<file path="src/rtl/irq_np_sched_pkg.sv">
package irq_np_sched_pkg;
  typedef enum logic [2:0] {
    ST_IDLE = 3'd0,
    ST_PRE  = 3'd1,
    ST_DISP = 3'd2,
    ST_RUN  = 3'd3,
    ST_RET  = 3'd4
  } sched_st_e;
endpackage

</file>
<file path="src/rtl/irq_pend_bank.sv">
module irq_pend_bank #(
  parameter int unsigned N_SRC = 4
) (
  input  logic             clk_i,
  input  logic             rst_ni,
  input  logic [N_SRC-1:0] set_i,
  input  logic [N_SRC-1:0] clr_i,
  output logic [N_SRC-1:0] pend_o
);
  for (genvar g = 0; g < N_SRC; g++) begin : g_bit
    logic bit_q;
    // set wins over clear in the same cycle
    always_ff @(posedge clk_i or negedge rst_ni) begin
      if (!rst_ni) bit_q <= 1'b0;
      else         bit_q <= (bit_q & ~clr_i[g]) | set_i[g];
    end
    assign pend_o[g] = bit_q;

    p_sticky_r5: assert property (@(posedge clk_i) disable iff (!rst_ni)
      (bit_q && !clr_i[g]) |=> bit_q);
    p_reset_r8: assert property (@(posedge clk_i) disable iff (!rst_ni)
      set_i[g] |=> bit_q);
  end
endmodule

</file>
<file path="src/rtl/irq_prio_pick.sv">
module irq_prio_pick #(
  parameter int unsigned N_SRC = 4,
  localparam int unsigned ID_W = (N_SRC > 1) ? $clog2(N_SRC) : 1
) (
  input  logic [N_SRC-1:0] vec_i,
  output logic [ID_W-1:0]  id_o,
  output logic             any_o
);
  // lowest index has top rank
  always_comb begin
    id_o = '0;
    for (int i = N_SRC - 1; i >= 0; i--) begin
      if (vec_i[i]) id_o = ID_W'(i);
    end
  end
  assign any_o = |vec_i;
endmodule

</file>
<file path="src/rtl/irq_sched_fsm.sv">
module irq_sched_fsm
  import irq_np_sched_pkg::*;
(
  input  logic clk_i,
  input  logic rst_ni,
  input  logic pend_any_i,
  input  logic next_any_i,
  input  logic finish_i,
  output logic preempt_o,
  output logic dispatch_o,
  output logic ret_o
);
  sched_st_e st_q, st_d;

  always_comb begin
    st_d = st_q;
    unique case (st_q)
      ST_IDLE: if (pend_any_i) st_d = ST_PRE;
      ST_PRE:  st_d = ST_DISP;
      ST_DISP: st_d = ST_RUN;
      ST_RUN:  if (finish_i) st_d = next_any_i ? ST_DISP : ST_RET;
      ST_RET:  st_d = ST_IDLE;
      default: st_d = ST_IDLE;
    endcase
  end

  always_ff @(posedge clk_i or negedge rst_ni) begin
    if (!rst_ni) st_q <= ST_IDLE;
    else         st_q <= st_d;
  end

  assign preempt_o  = (st_q == ST_PRE);
  assign dispatch_o = (st_q == ST_DISP);
  assign ret_o      = (st_q == ST_RET);

  p_hold_run_r4: assert property (@(posedge clk_i) disable iff (!rst_ni)
    (st_q == ST_RUN && !finish_i) |=> (st_q == ST_RUN));
  p_ret_idle_r7: assert property (@(posedge clk_i) disable iff (!rst_ni)
    ret_o |=> (st_q == ST_IDLE));
endmodule

</file>
<file path="src/rtl/irq_np_sched.sv">
module irq_np_sched #(
  parameter int unsigned N_SRC = 4,
  localparam int unsigned ID_W = (N_SRC > 1) ? $clog2(N_SRC) : 1
) (
  input  logic             clk_i,
  input  logic             rst_ni,
  input  logic [N_SRC-1:0] req_i,
  input  logic             finish_i,
  output logic             preempt_o,
  output logic             dispatch_o,
  output logic [ID_W-1:0]  id_o,
  output logic             ret_o
);
  logic [N_SRC-1:0] pend_q, clr;
  logic [ID_W-1:0]  pick_id;
  logic             pend_any;

  irq_pend_bank #(.N_SRC(N_SRC)) u_bank (
    .clk_i  (clk_i),
    .rst_ni (rst_ni),
    .set_i  (req_i),
    .clr_i  (clr),
    .pend_o (pend_q)
  );

  irq_prio_pick #(.N_SRC(N_SRC)) u_pick (
    .vec_i (pend_q),
    .id_o  (pick_id),
    .any_o (pend_any)
  );

  irq_sched_fsm u_fsm (
    .clk_i      (clk_i),
    .rst_ni     (rst_ni),
    .pend_any_i (pend_any),
    .next_any_i (pend_any | (|req_i)),
    .finish_i   (finish_i),
    .preempt_o  (preempt_o),
    .dispatch_o (dispatch_o),
    .ret_o      (ret_o)
  );

  always_comb begin
    clr = '0;
    if (dispatch_o) clr[pick_id] = 1'b1;
  end

  assign id_o = dispatch_o ? pick_id : '0;

  p_pre_disp_r2: assert property (@(posedge clk_i) disable iff (!rst_ni)
    preempt_o |=> (dispatch_o && !preempt_o));
  p_disp_valid_r3: assert property (@(posedge clk_i) disable iff (!rst_ni)
    dispatch_o |-> pend_q[id_o]);
  p_no_redisp_r4: assert property (@(posedge clk_i) disable iff (!rst_ni)
    dispatch_o |=> (!dispatch_o && !preempt_o));
  p_ret_pulse_r7: assert property (@(posedge clk_i) disable iff (!rst_ni)
    ret_o |=> (!ret_o && !dispatch_o && !preempt_o));
  p_id_quiet_r3: assert property (@(posedge clk_i) disable iff (!rst_ni)
    !dispatch_o |-> (id_o == '0));
endmodule

</file>
<file path="config.mk">
export PLATFORM = sky130hd
export DESIGN_NAME = irq_np_sched
export DESIGN_NICKNAME = d
export VERILOG_FILES = /design/src/rtl/irq_np_sched_pkg.sv /design/src/rtl/irq_pend_bank.sv /design/src/rtl/irq_prio_pick.sv /design/src/rtl/irq_sched_fsm.sv /design/src/rtl/irq_np_sched.sv
export SDC_FILE = /design/constraint.sdc
export NUM_CORES = 1
export LEC_CHECK = 0
export BUFFER_PORTS_ARGS = -buffer_cell sky130_fd_sc_hd__buf_2
export CORE_AREA = 8 8 45 47
export CTS_CLUSTER_DIAMETER = 50
export DETAILED_ROUTE_END_ITERATION = 10
export DIE_AREA = 0 0 53 55
export GPL_TIMING_DRIVEN = 0
export HOLD_SLACK_MARGIN = 0.02
export SLEW_MARGIN = 10
export SYNTH_ARGS = -nofsm -noshare
export SYNTH_HDL_FRONTEND = slang
export SYNTH_SLANG_ARGS = --single-unit
export TNS_END_PERCENT = 5
</file>
<file path="constraint.sdc">
create_clock -name clk_i -period 3.3 [get_ports clk_i]
set_input_delay 0.495 -clock clk_i [delete_from_list [all_inputs] [get_ports clk_i]]
set_output_delay 0.495 -clock clk_i [all_outputs]
set_load 0.1 [all_outputs]
</file>
Word-level counts from Yosys, hierarchy flattened
Cells that the tools add are included.
{ "totals": {"reg_bits": 7, "input_bits": 7, "out_inout_bits": 5, "word_cells": 43} }
{ "classes": {"order_cmp": 2, "n_eq_ne": 6, "n_mux": 12, "n_bitwise": 13, "n_reduce_logical": 5} }
{ "ops": {"columns": ["operator", "n"], "rows": [
  ["3-bit one-hot mux with 4 select lines", 1],
  ["2-bit two-way mux", 5],
  ["3-bit two-way mux", 3],
  ["4-bit OR reduction", 2],
  ["3-bit by 2-bit equality test with 1-bit output, second input constant", 2],
  ["1-bit bitwise OR", 5],
  ["1-bit AND", 4],
  ["4-bit two-way mux", 1],
  ["2-bit != test, second input constant", 2],
  ["1-bit inverter", 4],
  ["3-bit by 1-bit equality test with 1-bit output, second input constant", 1],
  ["3-bit equality test, second input constant", 1],
  ["3-bit logical NOT", 1],
  ["2-bit by 3-bit < comparator with 1-bit output, second input constant", 1],
  ["1-bit demux with 2-bit select", 1],
  ["2-bit by 1-bit greater-or-equal comparator with 1-bit output, second input constant", 1],
  ["2-bit AND reduction", 1],
  ["1-bit logical AND", 1],
  ["1-bit two-way mux", 1]
]} }

Logic depth before layout (Yosys ltp)
{ "depth": {"ltp_word": 12, "ltp_mapped": 3, "mapped_depth_nobuf": 3} }

Hierarchy
From an unflattened synthesis, not the netlist that was laid out.
{ "hier_totals": {"hier_cells": 46, "area_unflattened_um2": 421.7} }
{ "modules_own_cells": {"columns": ["module", "instances", "cells_each", "area_per_inst_um2", "seq_area_each_um2"], "rows": [
  ["irq_pend_bank", 1, 16, 175.2, 100.1],
  ["irq_sched_fsm", 1, 14, 143.9, 75.1],
  ["irq_np_sched", 1, 9, 67.6, 0.0],
  ["irq_prio_pick", 1, 7, 35.0, 0.0]
]} }

Worst setup path before layout
OpenSTA, ideal clock, no wires.
{ "synth_timing": {"path_kind": "register -> output", "start": "reg u_fsm.st_q[0]", "end": "out dispatch_o", "t_arrival_ns": 2.695, "t_required_ns": 2.805, "slack_ns": 0.110, "path_stages_with_launch": 2, "n_path_buf": 0, "cell_sequence": "dfrtp_1 > nor3b_1"} }
{ "synth_between": {"elab_chain_cells": 1} }
{ "synth_lines": {"columns": ["element", "line", "text"], "rows": [
  ["start: declaration", "irq_sched_fsm.sv:13", "sched_st_e st_q, st_d;"],
  ["start signal: assignment", "irq_sched_fsm.sv:29", "else st_q <= st_d;"],
  ["3-bit by 2-bit equality test with 1-bit output", "irq_sched_fsm.sv:33", "assign dispatch_o = (st_q == ST_DISP);"],
  ["end: declaration", "irq_np_sched.sv:10", "output logic dispatch_o,"]
]} }
No other way between the ends.

Worst setup path after layout
{ "layout_timing": {"start": "reg u_fsm.st_q[0]", "end": "out id_o[1]"} }
{ "layout_between": {"elab_chain_cells": 2} }
{ "layout_lines": {"columns": ["element", "line", "text"], "rows": [
  ["3-bit by 2-bit equality test with 1-bit output", "irq_sched_fsm.sv:33", null],
  ["2-bit two-way mux", "irq_np_sched.sv:48", "assign id_o = dispatch_o ? pick_id : '0;"],
  ["end: declaration", "irq_np_sched.sv:11", "output logic [ID_W-1:0] id_o,"]
]} }
No other way between the ends.

==> flow_metrics.py <==
metrics = {
    "clocking": {
        "cts.repair.resized": 0,
        "hold_buffers": 0,
        "clkLatencyLatePin_ns": 0.26,
        "clkTransAtPathRegs_ns": 0.06,
        "cts_buffer_depth": 2,
        "numCtsBuffers": 3,
        "ctsHtreeMaxLevel": 1,
        "tritoncts": "built",
        "clock-sinks": 7,
        "cts_root_buf": "clkbuf_4",
        "post_cts_buffers": 0,
    },
    "logic_synthesis": {
        "syn_area_per_cell_um2": 9.724,
        "netlist_area_um2": 340.3,
        "synthCells": 35,
        "syn_nets": 42,
        "yosysUniqueCellTypes": 18,
        "ys_warn_count": 0,
        "ys_ff_latch": 7,
        "ys_seq_area_share_pct": 51.47,
    },
    "timing": {
        "rsz0062_at_grt": "no",
        "max_freq_mhz": 399.1,
        "fin_crit_ns": 2.505,
        "fin_setup_tns_ns": 0,
        "hold_violations": 0,
        "slew_headroom_pct": 67.68,
        "finClkSkew_ns": 0.0001511,
        "setup_viol": 0,
        "setup_slack_ns": 0.7947,
        "period_share_pct": 75.92,
        "maxSlewViolCount": 0,
        "tightestPinTransition_ns": 0.4881,
    },
    "worst_setup_path": {
        "setup.worst_path.start_class": "flop",
        "cp_slowest_cell": "or4b_4",
        "worstSetupPathType": "flop to output port",
        "end_kind": "output port",
        "worst_r2r_startpoint": "u_fsm.st_q[0]",
        "startpoint": "u_fsm.st_q[0]",
        "cp.arrival_ns": 2.01,
        "cp_cell_sequence": "or4b_4 > or2_1 > nor2_1 > buf_2",
        "worst-path-max-fanout": 6,
        "required_ns": 2.80,
        "cp_slowest_stage_delay_ns": 0.56,
    },
    "power_and_ir_drop": {
        "power.leakage_nw": 0.2080,
        "power_per_cell_area_nw_per_um2": 449.2,
        "total_power_mw": 0.1990,
        "vdd_drop_max_v": 0.0001558,
    },
    "floorplan": {
        "fp.dieArea_um2": 2915,
        "fp.dieH_um": 55,
        "pin_count": 12,
        "start_util_pct": 24.59,
        "fp.coreArea_um2": 1384,
        "die_x_um": 53,
        "row_count": 14,
    },
    "detailed_routing": {
        "wl_um": 835,
        "drc": 0,
        "first_pass_iters": 2,
        "wire_per_inst_um": 12.65,
        "final_antenna_net_count": 0,
        "vias": 310,
        "drt-initial-drc-count": 9,
        "post_drt_via_cell_ratio": 4.697,
    },
    "placed_design": {
        "dp_cells": 62,
        "gp_congestion": 0.7635,
        "port-buffer-count": 11,
        "dp_slack_ns": 1.063,
        "dp_hpwl_um": 625.2,
    },
    "global_routing": {
        "grt_pass1_vias": 324,
        "overflow": 0,
        "use_met3_pct": 5.882,
        "grt_first_pass_wirelength_um": 1386,
        "antenna_found_initial": 0,
        "grt_max_degree": 8,
        "top_usage_layer": "met2",
        "met1_usage_pct": 6.934,
        "use_met2_pct": 9.961,
        "grt_usage_pct": 6.974,
    },
    "finish": {
        "n_fill_cell": 163,
        "fin_nets": 58,
        "synthToLayoutAreaGrowth_pct": 30.15,
        "fin_cells": 66,
        "drive_gt1_share_pct": 34.00,
        "final_common_cell": "buf_2",
        "n_antenna_cell": 0,
        "layout_common_cells": "buf_2 (11), nor2_1 (8), dfrtp_1 (7)",
        "fin_util_pct": 32.01,
    },
    "hold_path": {
        "hp-class": "input port to async pin",
    },
    "flow_run": {
        "max_cap_violations": 0,
    },
    "run_status": {
        "status": "finished, final reports clean",
    },
}
[area by class of cell]
cell class | instances | area [µm²] | share of cell area (%)
clock buffers | 3 | 22.52 | 5.085
clock inverters | 1 | 5.005 | 1.130
inverters | 2 | 7.507 | 1.695
multi-input cells | 26 | 157.7 | 35.59
flip-flops and latches | 7 | 175.2 | 39.55
well taps | 16 | 20.02 | 4.520
repair buffers | 11 | 55.05 | 12.43
[metrics by stage]
step / hold slack, ns / instance area (µm²)
3_5_place_dp: 0.3405 / 415.4
2_1_floorplan: 0.1994 / 340.3
4_1_cts: 0.05605 / 442.9
6_report: 0.06103 / 442.9
5_1_grt: 0.05051 / 442.9
3_3_place_gp: 0.3365 / 415.4
[logic make-up (layout without fill, tap and decap cells)]
family                 after synthesis  after routing  share of synthesized area (%)
AOI/OAI and AO/OA                    6              6                          12.87
and+or+nand+nor                     20             20                          33.46
DFF                                  7              7                          51.47
buffers and inverters                2             17                          2.207
[worst max-delay path, delay by kind of cell, from the launching register on]
family	cells	cell delay [ns]
simple gates	3	0.89
flops	1	0.43
buf+inv	1	0.42
[path summary, 6_finish.rpt]
kind / endpoint / slack, ns / depth (start not counted)
max in group asynchronous: u_bank.g_bit[0].bit_q / 3.08 / 1
min in group clk_i: u_bank.g_bit[1].bit_q / 0.43 / 2
setup / recovery: id_o[1] / 0.79 / 4
hold reg to reg: u_fsm.st_q[0] / 0.52 / 1
setup reg to reg: u_bank.g_bit[2].bit_q / 1.78 / 3
hold / removal: u_fsm.st_q[1] / 0.06 / 1
[where the power goes]
part	switching, mW	total [mW]	internal (mW)
Sequential	0.00285	0.0912	0.0883
Clock	0.0379	0.0825	0.0446
Combinational	0.0179	0.0253	0.00737
[layer usage]
metal,vias up,part of all wire [%]
met5,-,0
met4,0,1.1
met3,2,10
met2,11,43
met1,145,46
li1,152,-
[state kept, by name (all words and copies together), names as in the netlist]
signal / count
u_bank.g_bit.bit_q: 4
u_fsm.st_q: 3
[Yosys cell counts]
cell	count	area, µm²
a211oi_1	2	15.01
a21o_1	1	7.510
a21o_2	1	8.760
a21oi_1	1	5.000
and2_1	1	6.260
dfrtp_1	7	175.2
inv_1	2	7.510
nand2_1	1	3.750
nand2b_1	1	6.260
nor2_1	8	30.03
nor3_1	1	5.000
nor3b_1	1	7.510
nor4_1	2	12.51
o21bai_1	1	7.510
or2_1	1	6.260
or2b_1	1	7.510
or4_1	2	15.01
or4b_4	1	13.76
Note: power is estimated with default switching activity, not from simulation.
